`config.mk`:
```
export PLATFORM = sky130hd
export DESIGN_NAME = clkfs_ctrl
export DESIGN_NICKNAME = d
export VERILOG_FILES = /design/src/rtl/clkfs_pkg.sv /design/src/rtl/clkfs_regs.sv /design/src/rtl/clkfs_select.sv /design/src/rtl/clkfs_wdog.sv /design/src/rtl/clkfs_ctrl.sv
export SDC_FILE = /design/constraint.sdc
export NUM_CORES = 1
export LEC_CHECK = 0
export BUFFER_PORTS_ARGS = -buffer_cell sky130_fd_sc_hd__buf_4
export CAP_MARGIN = 20
export CORE_MARGIN = 2
export CORE_UTILIZATION = 62
export DETAILED_ROUTE_END_ITERATION = 10
export PLACE_DENSITY = 0.84
export SLEW_MARGIN = 20
export SYNTH_ARGS = -nofsm -noshare
export SYNTH_HDL_FRONTEND = slang
export SYNTH_HIERARCHICAL = 1
export SYNTH_SLANG_ARGS = --single-unit
```
`constraint.sdc`:
```
create_clock -name clk -period 2.88 [get_ports clk]
set_input_delay 0.288 -clock clk [delete_from_list [all_inputs] [get_ports clk]]
set_output_delay 0.288 -clock clk [all_outputs]
set_load 0.005 [all_outputs]
```
`src/rtl/clkfs_pkg.sv`:
```
package clkfs_pkg;
   typedef enum logic [2:0] {
      RA_CTRL = 3'd0,
      RA_SEL  = 3'd1,
      RA_N    = 3'd2,
      RA_M    = 3'd3,
      RA_RN   = 3'd4,
      RA_RM   = 3'd5
   } reg_addr_e;

   localparam int CB_PROG  = 0;
   localparam int CB_OVR   = 1;
   localparam int CB_WDEN  = 2;
   localparam int CB_RSEL  = 3;
   localparam int CB_CLR   = 7;
endpackage

```
`src/rtl/clkfs_regs.sv`:
```
module clkfs_regs
   import clkfs_pkg::*;
#(
   parameter int DATA_W = 8,
   parameter int N_W    = 8,
   parameter int M_W    = 7,
   parameter int CODE_W = 5
) (
   input  logic              clk,
   input  logic              rst_n,
   input  logic              wr_en,
   input  logic [2:0]        wr_addr,
   input  logic [DATA_W-1:0] wr_data,
   output logic              prog_en,
   output logic              override,
   output logic              wd_en,
   output logic              rcv_sel,
   output logic [CODE_W-1:0] sel,
   output logic [N_W-1:0]    n_val,
   output logic [M_W-1:0]    m_val,
   output logic [N_W-1:0]    rn_val,
   output logic [M_W-1:0]    rm_val,
   output logic              wr_evt,
   output logic              flag_clr
);
   logic unused_data;
   assign unused_data = ^wr_data;

   assign wr_evt   = wr_en && (wr_addr <= RA_RM);
   assign flag_clr = wr_en && (wr_addr == RA_CTRL) && wr_data[CB_CLR];

   always_ff @(posedge clk) begin
      if (!rst_n) begin
         prog_en  <= 1'b0;
         override <= 1'b0;
         wd_en    <= 1'b0;
         rcv_sel  <= 1'b0;
         sel      <= '0;
         n_val    <= '0;
         m_val    <= '0;
         rn_val   <= '0;
         rm_val   <= '0;
      end else if (wr_en) begin
         case (wr_addr)
            RA_CTRL: begin
               prog_en  <= wr_data[CB_PROG];
               override <= wr_data[CB_OVR];
               wd_en    <= wr_data[CB_WDEN];
               rcv_sel  <= wr_data[CB_RSEL];
            end
            RA_SEL:  sel    <= wr_data[CODE_W-1:0];
            RA_N:    n_val  <= wr_data[N_W-1:0];
            RA_M:    m_val  <= wr_data[M_W-1:0];
            RA_RN:   rn_val <= wr_data[N_W-1:0];
            RA_RM:   rm_val <= wr_data[M_W-1:0];
            default: ;
         endcase
      end
   end
endmodule

```
`src/rtl/clkfs_select.sv`:
```
module clkfs_select #(
   parameter int N_W        = 8,
   parameter int M_W        = 7,
   parameter int CODE_W     = 5,
   parameter int TBL_BASE_N = 64,
   parameter int TBL_STEP_N = 2,
   parameter int TBL_M      = 24
) (
   input  logic              prog_en,
   input  logic              override,
   input  logic              rcv_sel,
   input  logic              in_rcv,
   input  logic [CODE_W-1:0] sel,
   input  logic [CODE_W-1:0] strap,
   input  logic [N_W-1:0]    n_val,
   input  logic [M_W-1:0]    m_val,
   input  logic [N_W-1:0]    rn_val,
   input  logic [M_W-1:0]    rm_val,
   output logic [N_W-1:0]    o_n,
   output logic [M_W-1:0]    o_m,
   output logic [CODE_W-1:0] o_code
);
   localparam logic [M_W-1:0] TBL_M_V = M_W'(TBL_M);

   function automatic logic [N_W-1:0] tbl_n(input logic [CODE_W-1:0] c);
      return N_W'(TBL_BASE_N + TBL_STEP_N * int'(c));
   endfunction

   logic [CODE_W-1:0] ratio;
   assign ratio = override ? sel : strap;

   always_comb begin
      if (in_rcv && !rcv_sel) begin
         o_code = strap;
         o_n    = tbl_n(strap);
         o_m    = TBL_M_V;
      end else if (in_rcv) begin
         o_code = ratio;
         o_n    = rn_val;
         o_m    = rm_val;
      end else if (prog_en) begin
         o_code = ratio;
         o_n    = n_val;
         o_m    = m_val;
      end else begin
         o_code = ratio;
         o_n    = tbl_n(ratio);
         o_m    = TBL_M_V;
      end
   end
endmodule

```
`src/rtl/clkfs_wdog.sv`:
```
module clkfs_wdog #(
   parameter int WD_RELOAD   = 5,
   parameter int WD_PRESCALE = 4
) (
   input  logic clk,
   input  logic rst_n,
   input  logic enable,
   input  logic arm,
   input  logic clr,
   output logic expire,
   output logic flag
);
   localparam int CNT_W = $clog2(WD_RELOAD + 1);
   localparam int PRE_W = (WD_PRESCALE > 1) ? $clog2(WD_PRESCALE) : 1;

   logic             running;
   logic             tick;
   logic [CNT_W-1:0] cnt;

   generate
      if (WD_PRESCALE == 1) begin : g_nopre
         assign tick = 1'b1;
      end else begin : g_pre
         logic [PRE_W-1:0] pre;
         assign tick = (pre == PRE_W'(WD_PRESCALE - 1));
         always_ff @(posedge clk) begin
            if (!rst_n || !enable || arm || !running || tick) pre <= '0;
            else                                              pre <= pre + 1'b1;
         end
      end
   endgenerate

   assign expire = running && tick && (cnt == '0);

   always_ff @(posedge clk) begin
      if (!rst_n) begin
         running <= 1'b0;
         cnt     <= CNT_W'(WD_RELOAD);
         flag    <= 1'b0;
      end else begin
         if (!enable) begin
            running <= 1'b0;
            cnt     <= CNT_W'(WD_RELOAD);
         end else if (arm) begin
            running <= 1'b1;
            cnt     <= CNT_W'(WD_RELOAD);
         end else if (running && tick) begin
            if (cnt == '0) running <= 1'b0;
            else           cnt     <= cnt - 1'b1;
         end
         if (expire)   flag <= 1'b1;
         else if (clr) flag <= 1'b0;
      end
   end
endmodule

```
`src/rtl/clkfs_ctrl.sv`:
```
module clkfs_ctrl #(
   parameter int DATA_W      = 8,
   parameter int N_W         = 8,
   parameter int M_W         = 7,
   parameter int CODE_W      = 5,
   parameter int TBL_BASE_N  = 64,
   parameter int TBL_STEP_N  = 2,
   parameter int TBL_M       = 24,
   parameter int WD_RELOAD   = 5,
   parameter int WD_PRESCALE = 4
) (
   input  logic              clk,
   input  logic              rst_n,
   input  logic [CODE_W-1:0] strap_code,
   input  logic              wr_en,
   input  logic [2:0]        wr_addr,
   input  logic [DATA_W-1:0] wr_data,
   input  logic              wr_hold,
   output logic [N_W-1:0]    act_n,
   output logic [M_W-1:0]    act_m,
   output logic [CODE_W-1:0] act_code,
   output logic              load_stb,
   output logic              wd_timeout
);
   generate
      if (N_W > DATA_W || M_W > DATA_W || CODE_W > DATA_W) begin : g_bad_w
         $error("clkfs_ctrl: field wider than write data");
      end
      if (WD_PRESCALE < 1 || WD_RELOAD < 1) begin : g_bad_wd
         $error("clkfs_ctrl: watchdog parameters must be positive");
      end
      if (TBL_BASE_N + TBL_STEP_N * ((1 << CODE_W) - 1) >= (1 << N_W)) begin : g_bad_tbl
         $error("clkfs_ctrl: table N exceeds N_W");
      end
      if (TBL_M >= (1 << M_W)) begin : g_bad_m
         $error("clkfs_ctrl: table M exceeds M_W");
      end
   endgenerate

   logic              cfg_prog, cfg_ovr, cfg_wd_en, cfg_rcv_sel;
   logic [CODE_W-1:0] cfg_sel;
   logic [N_W-1:0]    cfg_n, cfg_rn;
   logic [M_W-1:0]    cfg_m, cfg_rm;
   logic              wr_evt, flag_clr;
   logic              wd_expire;
   logic [N_W-1:0]    nxt_n;
   logic [M_W-1:0]    nxt_m;
   logic [CODE_W-1:0] nxt_code;
   logic              strap_done;
   logic [CODE_W-1:0] strap_lat;
   logic              pend;
   logic              new_evt, commit;

   clkfs_regs #(.DATA_W(DATA_W), .N_W(N_W), .M_W(M_W), .CODE_W(CODE_W)) u_regs (
      .clk(clk), .rst_n(rst_n), .wr_en(wr_en), .wr_addr(wr_addr), .wr_data(wr_data),
      .prog_en(cfg_prog), .override(cfg_ovr), .wd_en(cfg_wd_en), .rcv_sel(cfg_rcv_sel),
      .sel(cfg_sel), .n_val(cfg_n), .m_val(cfg_m), .rn_val(cfg_rn), .rm_val(cfg_rm),
      .wr_evt(wr_evt), .flag_clr(flag_clr)
   );

   clkfs_select #(.N_W(N_W), .M_W(M_W), .CODE_W(CODE_W), .TBL_BASE_N(TBL_BASE_N),
                  .TBL_STEP_N(TBL_STEP_N), .TBL_M(TBL_M)) u_sel (
      .prog_en(cfg_prog), .override(cfg_ovr), .rcv_sel(cfg_rcv_sel), .in_rcv(wd_timeout),
      .sel(cfg_sel), .strap(strap_lat), .n_val(cfg_n), .m_val(cfg_m),
      .rn_val(cfg_rn), .rm_val(cfg_rm), .o_n(nxt_n), .o_m(nxt_m), .o_code(nxt_code)
   );

   clkfs_wdog #(.WD_RELOAD(WD_RELOAD), .WD_PRESCALE(WD_PRESCALE)) u_wdog (
      .clk(clk), .rst_n(rst_n), .enable(cfg_wd_en),
      .arm(load_stb && !wd_timeout), .clr(flag_clr),
      .expire(wd_expire), .flag(wd_timeout)
   );

   assign new_evt = wr_evt || wd_expire || !strap_done;
   assign commit  = pend && !wr_hold;

   always_ff @(posedge clk) begin
      if (!rst_n) begin
         strap_done <= 1'b0;
         strap_lat  <= '0;
         pend       <= 1'b0;
         act_n      <= '0;
         act_m      <= '0;
         act_code   <= '0;
         load_stb   <= 1'b0;
      end else begin
         if (!strap_done) begin
            strap_done <= 1'b1;
            strap_lat  <= strap_code;
         end
         load_stb <= 1'b0;
         if (commit) begin
            act_n    <= nxt_n;
            act_m    <= nxt_m;
            act_code <= nxt_code;
            load_stb <= {nxt_n, nxt_m, nxt_code} != {act_n, act_m, act_code};
         end
         pend <= commit ? new_evt : (pend || new_evt);
      end
   end
endmodule

```
; ---- Word-level counts from Yosys, hierarchy flattened
; Index checks and enable logic that the tools add are counted.
[op_classes]
add_sub_neg = 4
order_cmp = 1
eq_ne = 7
n_mux = 15
bitwise = 3
n_reduce_logical = 38
[ops]
columns = cell, n
row1 = 8-bit 2-to-1 mux, 3
row2 = 7-bit 2-to-1 mux, 3
row3 = 20-bit != test, 1
row4 = 2-bit AND reduction, 10
row5 = "7-bit by 6-bit adder with 8-bit output, first input constant", 2
row6 = 5-bit 2-to-1 mux, 2
row7 = 1-bit logical AND, 8
row8 = 1-bit logical NOT, 7
row9 = 1-bit logical OR, 7
row10 = 1-bit 2-to-1 mux, 7
row11 = "3-bit by 2-bit == test with 1-bit output, second input constant", 2
row12 = "3-bit == test, second input constant", 2
row13 = 3-bit logical NOT, 2
row14 = 2-bit nonzero test, 3
row15 = "3-bit by 1-bit == test with 1-bit output, second input constant", 1
row16 = "3-bit less-or-equal comparator, second input constant", 1
row17 = 1-bit inverter, 3
row18 = 3-bit OR reduction, 1
row19 = "3-bit by 1-bit subtractor with 3-bit output, second input constant", 1
row20 = "2-bit by 1-bit adder with 2-bit output, second input constant", 1
row21 = "2-bit == test, second input constant", 1
[word_totals]
register_bits = 74
wordCells = 88

; ---- Depth between registers and ports, before layout
[logic_depth]
depth_word = 7
ltp_mapped = 8
depth_no_buf = 7

; ---- Modules after synthesis
; Netlist, hierarchy kept.
[by_module_without_submodules]
columns = module, instances, cells_per_inst, area_each_um2, seq_area_each_um2
row1 = clkfs_regs, 1, 143, 1502.7, 780.7
row2 = clkfs_ctrl, 1, 138, 1236.2, 560.5
row3 = clkfs_select, 1, 52, 432.9, 0.0
row4 = clkfs_wdog, 1, 33, 332.8, 140.1

; ---- Worst setup path after synthesis
; OpenSTA, ideal clock, no wires.
[synth_path]
path_kind = register to register
startpoint = register u_wdog.flag
endpoint = register load_stb
arrival_time_ns = 1.646
slack_ns = 1.105
stages_incl_launch_ff = 8
synth_period_minus_slack_ns = 1.775
path_cell_list = dfxtp_1 > buf_4 > inv_2 > o21ai_4 > mux2_2 > xor2_1 > nor4_1 > a31oi_1
[synth_between]
elab_chain_len = 3
[synth_lines]
columns = element, line
row1 = start: declaration, clkfs_wdog.sv:11  ; output logic flag
row2 = start signal: assignment, clkfs_wdog.sv:39  ; flag <= 1'b0;
row3 = start signal: assignment, clkfs_wdog.sv:51  ; if (expire) flag <= 1'b1;
row4 = start signal: assignment, clkfs_wdog.sv:52  ; else if (clr) flag <= 1'b0;
row5 = 1-bit logical AND, clkfs_select.sv:33  ; if (in_rcv && !rcv_sel) begin
row6 = 5-bit 2-to-1 mux, clkfs_select.sv:33
row7 = named net nxt_code[2], clkfs_ctrl.sv:48  ; logic [CODE_W-1:0] nxt_code;
row8 = 20-bit != test, clkfs_ctrl.sv:96  ; load_stb <= {nxt_n, nxt_m, nxt_code} != {act_n, act_m, act_code};
row9 = end signal: assignment, clkfs_ctrl.sv:96
row10 = end: declaration, clkfs_ctrl.sv:22  ; output logic load_stb,
; The timed path passes the listed nets, and every way through them passes these cells.
; A chain may end at the register's enable or synchronous reset.

; ---- Final worst setup path
; Ends and elaborated chain as after synthesis.

==> summary.md <==
| Metric | Value |
|---|---|
| Placed Area | 0.003790 sq mm |
| Chip height | 79.19 um |
| Critical path capture point type | register |
| Final setup viols | 0 |
| Fin. max-slew vios | 0 |
| Mux contribution to synthesized area | 16.96% |
| CP max-delay cell | dfxtp_1 |
| Slew at the pin with the worst max-slew slack | 0.7553 ns |
| Yosys warnings | 6 |
| Total grt overflow | 0 |
| VDD IR max | 0.3544 mV |
| Sequential element share of the synthesized area | 42.27% |
| Dpl hpwl | 5647 um |
| Fraction of registers with async set/reset | 0% |
| Clock latency on the worst-skew pair | 0.36 ns |
| Cell family with most CP delay | flip-flops |
| Starting Density | 64.04% |
| Most frequent cells in the layout | 93 x nand2_1, 74 x dfxtp_1, 47 x mux2i_1 |
| Vias post-DR | 2725 |
| Core ar. | 0.005473 sq mm |
| Nets | 422 |
| CTS max path bufs | 2 |
| WL final | 8089 um |
| Site Rows | 27 |
| Clk_skew | 0.01403 ns |
| GRT Total Usage | 27.29% |
| CP Class | register to register |
| Slowest cell delay on critical path | 0.61 ns |
| Synth Area in XOR/XNOR | 4.998% |
| Share of layout cells above drive strength 1 | 19.55% |
| Final instance area | 0.004008 sq mm |
| CTS buffer count | 9 |
| Netlist cell types | 47 |
| Max-Slew Margin vs Limit | 49.65% |
| Setup repair after global routing missed its margin | no |
| Max layer used | met4 |
| Post-Synthesis Cells | 366 |
| DRT Pass-1 Iters | 5 |
| First-pass GRT wire length | 13170 um |
| Final worst slack | 0.7729 ns |
| Residual DRC count | 0 |
| Min Hold Slack | 0.1855 ns |
| Die extent in x | 79.19 um |
| Largest net degree at the start of global routing | 40 |
| # clock sinks | 74 |
| Critical Path AT | 2.34 ns |
| Post-Route Utilization | 73.23% |
| Met3 Wirelength | 593 um |
| Avg Cell Area, Syn | 9.575 sq um |
| Synth-to-layout area growth | 14.35% |
| Number of diodes | 0 |
| Most common cell after layout, fill and taps aside | nand2_1 |
| RePlAce Congestion | 0.8736 |
| Final ANT Viol Nets | 0 |
| Initial DRC count | 196 |
| Max-Cap Viols | 0 |
| Post-synthesis compound-gate area fraction | 11.71% |
| Worst hold path type | input pin to register |
| Clock slew at reported path FFs | 0.08 ns |
| Place WS | 0.8276 ns |
| Post-Synthesis Cell Area | 0.003505 sq mm |
| Initial antenna violation count | 0 |
| Critical path peak fanout | 13 |
| Critical path required time | 3.12 ns |
| Post-Synth Simple-Gate Area | 18.60% |
| Postcts setup bufs | 0 |
| #FFs+latches synth | 74 |
| TritonCTS clock tree | built |
| Vias in the first global route | 2655 |
| Peak Freq | 474.6 MHz |
| P per Cell Area | 530.6 mW/mm^2 |
| Total negative slack | 0 ns |
| CP Cell Sequence | inv_2 -> o21ai_4 -> mux2_2 -> xor2_1 -> nor4_1 -> a31oi_1 |
| Vias per cell | 5.725 |
| # H-tree levels | 3 |
| Fin. Hold Viols | 0 |
| Net Count, Synth | 389 |
| Metal2 WL | 3662 um |
| Count of input and output buffers | 41 |
| Tmin final | 2.107 ns |
| Main combinational cell family by area after synthesis | simple AND/OR/NAND/NOR gates |
| Final period utilization | 73.16% |
| Clock Tree Root | clkbuf_8 |
| WL met1 | 3659 um |
| PostCTS Resize Cnt | 0 |
| Full die area | 0.006270 sq mm |
| Wirelength per Cell | 16.99 um |
| CP bufs+invs | 1 |
| Critical path startpoint category | register |
| Adder-Cell Fraction of Synth Area | 1.071% |
| # IOs | 42 |
| CTS Hold Bufs | 0 |
| Post-synth EDFFs | 0 |
| Status | finished, final reports clean |
| Top_reg_cell synth | dfxtp_1 |
| Leakage Power | 1.668 nW |
[per-stage QoR]
stage / power, mW / instances
2_1_floorplan: 1.203 / 366
3_3_place_gp: 1.257 / 460
3_5_place_dp: 1.262 / 460
4_1_cts: 2.130 / 476
5_1_grt: 2.189 / 476
6_report: 2.126 / 476
[registers in the layout, indices dropped and copies added (netlist names), 2 cells and up]
signal,count
u_regs/sel,5
act_code,5
u_regs/n_val,8
strap_lat,5
u_regs/m_val,7
u_wdog/cnt,3
act_m,7
act_n,8
u_regs/rm_val,7
u_wdog/g_pre.pre,2
u_regs/rn_val,8
[cells by family after synthesis]
group / Yosys count
and+or+nand+nor: 133
DFF: 74
muxes: 57
AOI/OAI and AO/OA: 52
buffers and inverters: 27
xor gates and xnor gates: 20
adders and majority gates: 3
[power by group]
part | switching [mW] | leakage [nW] | internal [mW] | total, mW
sequential | 0.0249 | 0.600 | 1.05 | 1.07
clock | 0.401 | 0.105 | 0.485 | 0.886
combinational | 0.0851 | 0.962 | 0.0832 | 0.168
[area by class of cell]
cell class / instances / area (sq um)
multi-input cells: 265 / 1869
clock buffers: 9 / 123.9
clock inverters: 7 / 93.84
fillers: 420 / 1465
well taps: 72 / 90.09
inverters: 5 / 18.77
repair buffers: 44 / 330.3
flip-flops and latches: 74 / 1481
[final timing paths]
kind | slack, ns | startpoint | end | depth (start not counted)
worst max-delay path | 0.77 | u_wdog/flag$_SDFFE_PN0P_ | load_stb$_SDFF_PN0_ | 6
worst min-delay path | 0.19 | strap_code[1] | strap_lat[1]$_SDFFE_PN0N_ | 3
worst max register to register | 0.77 | u_wdog/flag$_SDFFE_PN0P_ | load_stb$_SDFF_PN0_ | 6
worst min register to register | 0.45 | u_wdog/g_pre.pre[0]$_SDFF_PP0_ | u_wdog/g_pre.pre[0]$_SDFF_PP0_ | 1
[layer usage]
metal	vias to the layer above	global-route usage (%)
met5	-	0
met4	0	12.93
met3	18	5.114
met2	93	42.97
met1	1289	36.16
li1	1325	-
[worst min-delay path, delay by kind of cell]
kind,cells,cell delay [ns]
mux,1,0.05
buf+inv,1,0.07
simple gates,1,0.10
[cells in the mapped netlist (4+ instances only)]
cell type,instances,area share (%)
a21boi_0,24,5.1
nor2b_1,8,1.4
buf_4,5,1.1
dfxtp_1,74,42
inv_1,4,0.43
mux2_2,7,2.2
nor2_1,5,0.54
xor2_1,8,2.0
nand2_1,93,10
clkbuf_1,5,0.54
a22o_1,7,1.7
buf_2,9,1.3
mux2i_1,47,13
xnor2_1,12,3.0
Power figures use the tool's default switching activity.
